[src/rtl/qdac_pkg.sv]
package qdac_pkg;

    localparam logic [3:0] OP_WR_IN      = 4'h0;
    localparam logic [3:0] OP_UPD        = 4'h1;
    localparam logic [3:0] OP_WR_UPD_ALL = 4'h2;
    localparam logic [3:0] OP_WR_UPD     = 4'h3;
    localparam logic [3:0] OP_PWR        = 4'h4;
    localparam logic [3:0] OP_CLR_CODE   = 4'h5;
    localparam logic [3:0] OP_MASK       = 4'h6;
    localparam logic [3:0] OP_RESET      = 4'h7;

    localparam logic [3:0] ADDR_ALL = 4'hF;

    typedef enum logic [1:0] {
        PD_ON   = 2'b00,
        PD_1K   = 2'b01,
        PD_100K = 2'b10,
        PD_HIZ  = 2'b11
    } pd_mode_e;

    typedef enum logic [1:0] {
        CC_ZERO = 2'b00,
        CC_MID  = 2'b01,
        CC_FULL = 2'b10,
        CC_KEEP = 2'b11
    } clr_sel_e;

    // Channel index ch is hit by its own address or by the broadcast address.
    function automatic logic addr_hits(input logic [3:0] addr, input int ch);
        return (addr == ADDR_ALL) || (addr == 4'(ch));
    endfunction

endpackage

[src/rtl/qdac_pin_sync.sv]
module qdac_pin_sync #(
    parameter int STAGES = 2
) (
    input  logic clk,
    input  logic pin_i,
    output logic level_o
);
    logic [STAGES-1:0] chain_q;

    always_ff @(posedge clk) begin
        chain_q <= {chain_q[STAGES-2:0], pin_i};
    end

    assign level_o = chain_q[STAGES-1];
endmodule

[src/rtl/qdac_cmd_decode.sv]
module qdac_cmd_decode
    import qdac_pkg::*;
#(
    parameter int NCH    = 4,
    parameter int CODE_W = 16
) (
    input  logic                clk,
    input  logic                rst,
    input  logic                frm_start,
    input  logic                cmd_valid,
    input  logic [3:0]          cmd_op,
    input  logic [3:0]          cmd_addr,
    input  logic [CODE_W+3:0]   cmd_oper,
    input  logic                clr_fall,
    input  logic                clr_low,
    input  logic                upd_low,
    input  logic [NCH-1:0]      mask_q,
    output logic [NCH-1:0]      wr_in,
    output logic [NCH-1:0]      upd_out,
    output logic [NCH-1:0]      pd_set,
    output pd_mode_e            pd_mode,
    output logic [CODE_W-1:0]   wr_code,
    output logic                sw_reset,
    output logic                cc_we,
    output clr_sel_e            cc_sel,
    output logic                mask_we,
    output logic [NCH-1:0]      mask_val
);
    localparam int OPER_W = CODE_W + 4;

    logic frame_open_q;
    logic aborted_q;
    logic exec;
    logic pin_upd;
    logic is_wr_any;

    // A clear edge seen inside an open frame poisons that frame.
    always_ff @(posedge clk) begin
        if (rst) begin
            frame_open_q <= 1'b0;
            aborted_q    <= 1'b0;
        end else if (frm_start) begin
            frame_open_q <= 1'b1;
            aborted_q    <= clr_fall;
        end else if (cmd_valid) begin
            frame_open_q <= 1'b0;
            aborted_q    <= 1'b0;
        end else if (clr_fall && frame_open_q) begin
            aborted_q    <= 1'b1;
        end
    end

    assign exec      = cmd_valid && !clr_fall && !aborted_q;
    assign pin_upd   = upd_low && !clr_low;
    assign is_wr_any = (cmd_op == OP_WR_IN) || (cmd_op == OP_WR_UPD_ALL) || (cmd_op == OP_WR_UPD);

    assign wr_code  = cmd_oper[OPER_W-1:4];
    assign pd_mode  = pd_mode_e'(cmd_oper[9:8]);
    assign cc_sel   = clr_sel_e'(cmd_oper[1:0]);
    assign mask_val = cmd_oper[NCH-1:0];
    assign sw_reset = exec && (cmd_op == OP_RESET);
    assign cc_we    = exec && (cmd_op == OP_CLR_CODE);
    assign mask_we  = exec && (cmd_op == OP_MASK);

    always_comb begin
        for (int ch = 0; ch < NCH; ch++) begin
            logic sel;
            sel         = addr_hits(cmd_addr, ch);
            wr_in[ch]   = exec && sel && is_wr_any;
            upd_out[ch] = pin_upd
                        || (exec && sel && (cmd_op == OP_WR_IN) && mask_q[ch])
                        || (exec && sel && (cmd_op == OP_UPD))
                        || (exec && (cmd_op == OP_WR_UPD_ALL))
                        || (exec && sel && (cmd_op == OP_WR_UPD));
            pd_set[ch]  = exec && (cmd_op == OP_PWR) && cmd_oper[ch];
        end
    end

    AST_ABORTED_FRAME_SILENT: assert property (@(posedge clk) disable iff (rst)
        (cmd_valid && aborted_q && !upd_low) |-> (wr_in == '0 && upd_out == '0 && !sw_reset && !cc_we && !mask_we))
        else $error("aborted frame still acted");

    AST_CLEAR_LOW_BLOCKS_PIN: assert property (@(posedge clk) disable iff (rst)
        (clr_low && !cmd_valid) |-> (upd_out == '0))
        else $error("update pin acted while clear low");
endmodule

[src/rtl/qdac_channel.sv]
module qdac_channel
    import qdac_pkg::*;
#(
    parameter int CODE_W = 16
) (
    input  logic              clk,
    input  logic              rst,
    input  logic              load_por,
    input  logic [CODE_W-1:0] por_code,
    input  logic              clr_load,
    input  logic [CODE_W-1:0] clr_code,
    input  logic              wr_in,
    input  logic [CODE_W-1:0] wr_code,
    input  logic              upd_out,
    input  logic              pd_set,
    input  pd_mode_e          pd_mode,
    output logic [CODE_W-1:0] out_q,
    output pd_mode_e          mode_q
);
    logic [CODE_W-1:0] in_q;
    logic [CODE_W-1:0] in_nxt;

    assign in_nxt = wr_in ? wr_code : in_q;

    always_ff @(posedge clk) begin
        if (load_por) begin
            in_q   <= por_code;
            out_q  <= por_code;
            mode_q <= PD_ON;
        end else if (clr_load) begin
            in_q   <= clr_code;
            out_q  <= clr_code;
        end else begin
            in_q <= in_nxt;
            if (upd_out) out_q  <= in_nxt;
            if (pd_set)  mode_q <= pd_mode;
        end
    end

    AST_POR_CODE_LOADED: assert property (@(posedge clk) disable iff (rst)
        load_por |=> (out_q == $past(por_code) && in_q == $past(por_code) && mode_q == PD_ON))
        else $error("reset code not loaded");

    AST_CLEAR_CODE_LOADED: assert property (@(posedge clk) disable iff (rst)
        (clr_load && !load_por) |=> (out_q == $past(clr_code) && in_q == $past(clr_code)))
        else $error("clear code not loaded");

    AST_PD_KEEPS_CODE: assert property (@(posedge clk) disable iff (rst)
        (pd_set && !wr_in && !upd_out && !clr_load && !load_por) |=> ($stable(out_q) && mode_q == $past(pd_mode)))
        else $error("power mode write disturbed code");

    AST_OUT_ONLY_ON_UPDATE: assert property (@(posedge clk) disable iff (rst)
        (!upd_out && !clr_load && !load_por) |=> $stable(out_q))
        else $error("output moved without update");
endmodule

[src/rtl/quad_dac_regctl.sv]
module quad_dac_regctl
    import qdac_pkg::*;
#(
    parameter int NCH         = 4,
    parameter int CODE_W      = 16,
    parameter int SYNC_STAGES = 2
) (
    input  logic                  clk,
    input  logic                  rst,
    input  logic                  por_mid_i,
    input  logic                  upd_n_i,
    input  logic                  clr_n_i,
    input  logic                  frm_start_i,
    input  logic                  cmd_valid_i,
    input  logic [3:0]            cmd_op_i,
    input  logic [3:0]            cmd_addr_i,
    input  logic [CODE_W+3:0]     cmd_oper_i,
    output logic [NCH*CODE_W-1:0] code_o,
    output logic [NCH*2-1:0]      mode_o
);
    localparam logic [CODE_W-1:0] CODE_ZERO = '0;
    localparam logic [CODE_W-1:0] CODE_MID  = {1'b1, {(CODE_W-1){1'b0}}};
    localparam logic [CODE_W-1:0] CODE_FULL = '1;

    logic upd_lvl, clr_lvl, clr_prev_q, clr_fall;
    logic [NCH-1:0] wr_in, upd_out, pd_set, mask_val;
    logic [NCH-1:0] mask_q;
    pd_mode_e       pd_mode;
    clr_sel_e       cc_sel, cc_sel_q;
    logic [CODE_W-1:0] wr_code, por_code, clr_code;
    logic sw_reset, cc_we, mask_we, load_por;

    qdac_pin_sync #(.STAGES(SYNC_STAGES)) u_upd_sync (
        .clk(clk), .pin_i(upd_n_i), .level_o(upd_lvl));
    qdac_pin_sync #(.STAGES(SYNC_STAGES)) u_clr_sync (
        .clk(clk), .pin_i(clr_n_i), .level_o(clr_lvl));

    always_ff @(posedge clk) clr_prev_q <= clr_lvl;
    assign clr_fall = clr_prev_q && !clr_lvl && !rst;

    qdac_cmd_decode #(.NCH(NCH), .CODE_W(CODE_W)) u_dec (
        .clk(clk), .rst(rst), .frm_start(frm_start_i), .cmd_valid(cmd_valid_i),
        .cmd_op(cmd_op_i), .cmd_addr(cmd_addr_i), .cmd_oper(cmd_oper_i),
        .clr_fall(clr_fall), .clr_low(!clr_lvl), .upd_low(!upd_lvl), .mask_q(mask_q),
        .wr_in(wr_in), .upd_out(upd_out), .pd_set(pd_set), .pd_mode(pd_mode),
        .wr_code(wr_code), .sw_reset(sw_reset), .cc_we(cc_we), .cc_sel(cc_sel),
        .mask_we(mask_we), .mask_val(mask_val));

    assign load_por = rst || sw_reset;
    assign por_code = por_mid_i ? CODE_MID : CODE_ZERO;

    always_ff @(posedge clk) begin
        if (load_por) begin
            mask_q   <= '0;
            cc_sel_q <= CC_ZERO;
        end else begin
            if (mask_we) mask_q <= mask_val;
            if (cc_we && cc_sel != CC_KEEP) cc_sel_q <= cc_sel;
        end
    end

    always_comb begin
        case (cc_sel_q)
            CC_MID:  clr_code = CODE_MID;
            CC_FULL: clr_code = CODE_FULL;
            default: clr_code = CODE_ZERO;
        endcase
    end

    for (genvar ch = 0; ch < NCH; ch++) begin : g_ch
        pd_mode_e mode_q;
        qdac_channel #(.CODE_W(CODE_W)) u_ch (
            .clk(clk), .rst(rst), .load_por(load_por), .por_code(por_code),
            .clr_load(clr_fall), .clr_code(clr_code),
            .wr_in(wr_in[ch]), .wr_code(wr_code), .upd_out(upd_out[ch]),
            .pd_set(pd_set[ch]), .pd_mode(pd_mode),
            .out_q(code_o[ch*CODE_W +: CODE_W]), .mode_q(mode_q));
        assign mode_o[ch*2 +: 2] = mode_q;
    end

    AST_SWRESET_CLEARS_MASK: assert property (@(posedge clk) disable iff (rst)
        sw_reset |=> (mask_q == '0 && cc_sel_q == CC_ZERO))
        else $error("software reset left mask or clear code");

    AST_CLR_KEEP_IS_NOP: assert property (@(posedge clk) disable iff (rst)
        (cc_we && cc_sel == CC_KEEP) |=> $stable(cc_sel_q))
        else $error("clear-code keep value altered register");
endmodule

[config.mk]
export PLATFORM = sky130hd
export DESIGN_NAME = quad_dac_regctl
export DESIGN_NICKNAME = d
export VERILOG_FILES = /design/src/rtl/qdac_pkg.sv /design/src/rtl/qdac_pin_sync.sv /design/src/rtl/qdac_cmd_decode.sv /design/src/rtl/qdac_channel.sv /design/src/rtl/quad_dac_regctl.sv
export SDC_FILE = /design/constraint.sdc
export NUM_CORES = 1
export LEC_CHECK = 0
export BUFFER_PORTS_ARGS = -buffer_cell sky130_fd_sc_hd__buf_2
export CAP_MARGIN = 40
export CORE_ASPECT_RATIO = 0.5
export CORE_MARGIN = 4
export CORE_UTILIZATION = 45
export CTS_BUF_LIST = sky130_fd_sc_hd__clkbuf_2
export DETAILED_ROUTE_END_ITERATION = 8
export PLACE_DENSITY = 0.7
export SYNTH_ARGS = -nofsm -noshare
export SYNTH_HDL_FRONTEND = slang
export SYNTH_SLANG_ARGS = --single-unit
[constraint.sdc]
create_clock -name clk -period 2.66 [get_ports clk]
set_input_delay 0 -clock clk [delete_from_list [all_inputs] [get_ports clk]]
set_output_delay 0 -clock clk [all_outputs]
set_load 0.01 [all_outputs]
* Yosys cells after proc, flatten, opt, wreduce, memory -nomap -nowiden *
Cells that the tools add are included.

storage, ports and cells
  memory bits (writable) = 0
  output and inout port bits = 72
  word-level logic and storage cells = 145
  bits of input ports = 35
  ROM bits = 0
  latch bits = 0
  register bits = 149
  memories = 0

cells by class
  shift operators = 0
  div/mod/pow operators = 0
  order comparisons = 0
  bitwise logic cells = 1
  equal/unequal tests = 14
  reductions and logical operators = 80
  $add $sub $neg = 0
  muxes and demuxes = 31
  multiply operators = 0

operators with widths
  operator              number
  $mux W16              25
  $logic_and A1 B1 Y1   40
  $pmux W16 S2          1
  $logic_or A1 B1 Y1    23
  $eq A4 B2 Y1 const B  4
  $eq A4 B3 Y1 const B  4
  $reduce_bool A3 Y1    5
  $eq A4 B1 Y1 const B  2
  $logic_not A4 Y1      2
  $reduce_and A2 Y1     4
  $logic_not A1 Y1      5
  $mux W1               5
  $eq A4 B4 Y1 const B  1
  $eq A2 B1 Y1 const B  1
  $eq A2 B2 Y1 const B  1
  $ne A2 B2 Y1 const B  1
  $reduce_bool A2 Y1    1
  $not A1 Y1            1

* Depth between registers and ports, before layout *
  depth in word-level cells = 16
  depth in mapped cells = 6

* Hierarchy *
Synthesis repeated with hierarchy kept, for this count alone.

unflattened totals
  cells, all modules = 501
  area, all modules = 6571.3 um^2

modules (own cells, without submodules)
  module           instances  cells each  area an instance (um^2)
  qdac_channel     4          98          1421.4
  qdac_cmd_decode  1          75          508.0
  quad_dac_regctl  1          30          297.8
  qdac_pin_sync    2          2           40.0

* Least setup slack after synthesis *
No wires, ideal clock.

  path type = flip-flop to flip-flop
  start = reg u_dec.aborted_q
  end = reg g_ch[0].u_ch.out_q[0] (enable)
  clock period less this slack = 2.831 ns
  data required time = 2.246 ns
  cell stages (with the launch flop) = 4
  path slack = -0.171 ns
  data arrival time = 2.417 ns
  path through = dfxtp_1 > nor4b_1 > nand2_1 > o31ai_1

between the ends
  longest elaborated chain between the ends = 10
  elaborated cells between the ends (all ways) = 15

RTL lines
  what                               RTL line                                                             text
  from (decl)                        qdac_cmd_decode.sv:32                                                logic aborted_q;
  from (signal assigned)             qdac_cmd_decode.sv:44                                                aborted_q <= clr_fall;
  $logic_not A1 Y1 *                 qdac_cmd_decode.sv:53                                                assign exec = cmd_valid && !clr_fall && !aborted_q;
  $logic_and A1 B1 Y1 *              qdac_cmd_decode.sv:53
  $logic_and A1 B1 Y1                qdac_cmd_decode.sv:71, qdac_cmd_decode.sv:72, qdac_cmd_decode.sv:74
  $logic_and A1 B1 Y1 (2 in series)  qdac_cmd_decode.sv:71                                                || (exec && sel && (cmd_op == OP_WR_IN) && mask_q[ch])
  $logic_or A1 B1 Y1                 qdac_cmd_decode.sv:71
  $logic_or A1 B1 Y1                 qdac_cmd_decode.sv:72                                                || (exec && sel && (cmd_op == OP_UPD))
  $logic_or A1 B1 Y1                 qdac_cmd_decode.sv:73                                                || (exec && (cmd_op == OP_WR_UPD_ALL))
  $logic_or A1 B1 Y1                 qdac_cmd_decode.sv:74                                                || (exec && sel && (cmd_op == OP_WR_UPD));
  $reduce_bool A3 Y1 (no line) *     --
  to (signal assigned)               qdac_channel.sv:28                                                   out_q <= por_code;
  to (signal assigned)               qdac_channel.sv:32                                                   out_q <= clr_code;
  to (signal assigned)               qdac_channel.sv:35                                                   if (upd_out) out_q <= in_nxt;
  to (decl)                          qdac_channel.sv:17                                                   output logic [CODE_W-1:0] out_q,

Every way passes the cells marked *; elsewhere a longest branch is shown, timed or not.
A chain may end at the register's enable or synchronous reset.

* Worst setup path after layout *
  start = reg u_dec.aborted_q
  end = reg g_ch[3].u_ch.out_q[15] (data pin)

between the ends
  longest elaborated chain between the ends = 8
  elaborated cells between the ends (all ways) = 10

RTL lines
  what                               RTL line               text
  $logic_not A1 Y1 *                 qdac_cmd_decode.sv:53
  $logic_and A1 B1 Y1 *              qdac_cmd_decode.sv:53
  $logic_and A1 B1 Y1 (2 in series)  qdac_cmd_decode.sv:69  wr_in[ch] = exec && sel && is_wr_any;
  $mux W16                           qdac_channel.sv:23     assign in_nxt = wr_in ? wr_code : in_q;
  $mux W16                           qdac_channel.sv:35
  $mux W16                           qdac_channel.sv:30     end else if (clr_load) begin
  $mux W16 *                         qdac_channel.sv:26     if (load_por) begin
  to (signal assigned)               qdac_channel.sv:28
  to (signal assigned)               qdac_channel.sv:32
  to (signal assigned)               qdac_channel.sv:35
  to (decl)                          qdac_channel.sv:17

Every way passes the cells marked *; elsewhere a longest branch is shown, timed or not. The select of a mux whose other input is x is not followed.

==> flow_metrics.env <==
export IMPL_timing_fmax_ghz=0.3966
export IMPL_io_buffers=106
export IMPL_grt_pass1_vias=4154
export IMPL_ys_ff_latch=149
export IMPL_comb_power_share_pct=11.8
export IMPL_fin_nets=645
export IMPL_synth_top_cells_by_count="dfxtp_1 (85), edfxtp_1 (64), a31oi_1 (43)"
export IMPL_num_vias=4324
export IMPL_utilization_pct=58.37
export IMPL_cts_root_buf="clkbuf_2"
export IMPL_p_leak_nw=2.721
export IMPL_ys_types=43
export IMPL_end_kind="flop"
export IMPL_grt_busiest_layer="met2"
export IMPL_final_max_slew_viol_count=0
export IMPL_post_synth_top_area_cell="edfxtp_1"
export IMPL_post_route_period_util_pct=94.79
export IMPL_async_reset_ff_share_pct=0
export IMPL_seqPwrFrac_pct=61.1
export IMPL_cap_violations=0
export IMPL_critPathMaxFanout=34
export IMPL_syn_num_nets=487
export IMPL_clock_sinks=149
export IMPL_tritoncts="done"
export IMPL_cts_buffer_depth=2
export IMPL_ys_warnings_count=0
export IMPL_cts_buffers_inserted=17
export IMPL_slew_headroom_pct=43.70
export IMPL_dp_final_hpwl_mm=9.208
export IMPL_setup_viol=0
export IMPL_grt_util_met3_pct=6.529
export IMPL_num_rows=28
export IMPL_htree_levels=4
export IMPL_use_met1_pct=30.03
export IMPL_synth_edf_count=64
export IMPL_setup_tns_ns=0
export IMPL_drc=0
export IMPL_status="finished clean"
export IMPL_worst_pin_slew_ns=0.8422
export IMPL_synth_area_top_cells="edfxtp_1 (35%), dfxtp_1 (31%), mux2i_1 (5.0%), a31oi_1 (5.0%), a21oi_1 (3.1%)"
export IMPL_drtPass1Iterations=5
export IMPL_globalplace_congestion=0.8214
export IMPL_viasPerCell=5.487
export IMPL_crit_type="flop to flop"
export IMPL_ant_nets=0
export IMPL_r2r_cells=6
export IMPL_cp_required_ns=3.24
export IMPL_place_inst=708
export IMPL_post_drt_wl_per_cell_um=18.15
export IMPL_syn_inst=451
export IMPL_seq_area_frac_synth_pct=66.79
export IMPL_drtIter0Drc=286
export IMPL_syn_to_final_growth_pct=27.03
export IMPL_num_io_pins=107
export IMPL_cp_start_kind="flop"
export IMPL_grt_pass1_wl_mm=22.76
export IMPL_clock_latency_ns=0.72
export IMPL_drive_gt1_share_pct=28.62
export IMPL_fp_coreArea_um2=11810
export IMPL_track_usage_pct=21.24
export IMPL_rsz0062_at_grt="false"
export IMPL_worstPathArrival_ns=3.10
export IMPL_synth_top_area_share_pct=35.42
export IMPL_final_fill_count=988
export IMPL_antenna_found_initial=1
export IMPL_use_met2_pct=31.95
export IMPL_die_x_um=163.3
export IMPL_die_area_um2=13980
export IMPL_p_sw_mw=1.222
export IMPL_finalHoldViolCount=0
export IMPL_powerDensity_nw_per_um2=612.2
export IMPL_syn_area_per_cell_um2=12.03
export IMPL_initial_core_util_pct=45.95
export IMPL_synth_most_common_cell="dfxtp_1"
export IMPL_final_cell_count_no_fill=788
export IMPL_place_ws_ns=0.3409
export IMPL_synth_ff_type="dfxtp_1"
export IMPL_min_path_type="primary input to flop"
export IMPL_finalWirelength_mm=14.30
export IMPL_die_h_um=85.64
export IMPL_grt_ovfl_total=0
export IMPL_peakVddDrop_uv=257.8
export IMPL_hold_path_depth=3
export IMPL_setup_ws_ns=0.1387
export IMPL_grt_max_degree=37
export IMPL_period_needed_ns=2.521
export IMPL_power_frac_clock_pct=27.0
export IMPL_clkTransAtPathRegs_ns=0.26
export IMPL_fin_skew_ns=0.04758
export IMPL_p_sw_share_pct=28.97
export IMPL_syn_area_um2=5425
export IMPL_intPower_mw=2.997
## stage by stage
step	area, µm²	power (mW)	hold WS [ns]
detailed placement	6210	3.073	0.1039
CTS	6885	4.229	0.06193
floorplan	5425	2.846	0.02772
global placement	6198	3.063	0.1021
finish	6892	4.219	0.1379
global route	6892	4.414	0.05424
## final timing paths
path	end	slack, ns	from
max	g_ch[3].u_ch.out_q[15]	0.14	u_dec.aborted_q
min	u_dec.aborted_q	0.14	rst
max reg2reg	g_ch[3].u_ch.out_q[15]	0.14	u_dec.aborted_q
min reg2reg	u_clr_sync.chain_q[1]	0.35	u_clr_sync.chain_q[0]
## cells in the final DEF (no fill, tap or decap), types with 5 or more instances in the layout
master / n
nand3_1: 28
nor2_1: 19
buf_2: 106
inv_1: 7
clkbuf_2: 17
o21ai_0: 31
inv_6: 5
nand2_1: 26
dfxtp_1: 85
buf_4: 17
a21oi_2: 10
dlygate4sd3_1: 47
a21oi_1: 34
nand4_1: 5
edfxtp_1: 64
a31oi_1: 43
mux2i_1: 27
## layout make-up
| type | count | area, µm² | area share [%] |
|---|---|---|---|
| timing repair buffer | 172 | 1151 | 16.70 |
| tap | 165 | 206.4 | 2.996 |
| inverter | 7 | 26.28 | 0.3813 |
| sequential | 149 | 3623 | 52.58 |
| clock buffer | 17 | 85.08 | 1.235 |
| clock inverter | 15 | 120.1 | 1.743 |
| multi-input combinational | 262 | 1677 | 24.33 |
| antenna | 1 | 2.502 | 0.03631 |
## layer usage
layer	vias to the layer above	wire length, µm
met5	-	0
met4	0	273
met3	29	1189
met2	176	6298
met1	2098	6538
li1	2021	-
## power groups by stage
stage          Sequential (mW)  Combinational (mW)  Clock [mW]
2_1_floorplan             2.67               0.175           0
3_5_place_dp              2.63               0.445           0
5_1_grt                   2.59               0.540        1.28
4_1_cts                   2.58               0.494        1.15
3_3_place_gp              2.63               0.431           0
6_report                  2.58               0.498        1.14
## state kept, by name, summed over array words and instances (netlist names)
signal              count
g_ch.u_ch.in_q         64
g_ch.u_ch.out_q        64
g_ch.u_ch.mode_q        8
mask_q                  4
cc_sel_q                2
u_clr_sync.chain_q      2
u_upd_sync.chain_q      2
clr_prev_q              1
u_dec.aborted_q         1
u_dec.frame_open_q      1
## critical path: stages (launching register included)
cell,delay (ns)
dfxtp_1,0.38
or4b_1,0.68
nor3_4,0.17
buf_6,0.28
nand3_1,0.11
dlygate4sd3_1,0.59
a31oi_1,0.21
## cell families after synthesis
group | after synthesis | synth area share [%]
buffers and inverters | 40 | 2.998
and+or+nand+nor | 98 | 9.248
xor gates and xnor gates | 1 | 0.1615
muxes | 27 | 4.982
AOI/OAI and AO/OA | 135 | 15.59
DFF | 149 | 66.79
adders and majority gates | 1 | 0.2306
## repair_timing
action                     CTS  global route
setup endpoints to repair    0             2
setup buffers                0             0
gates resized for setup      0             1
hold endpoints to repair   146             0
hold buffers                47             0
(Power assumes the default switching activity.)
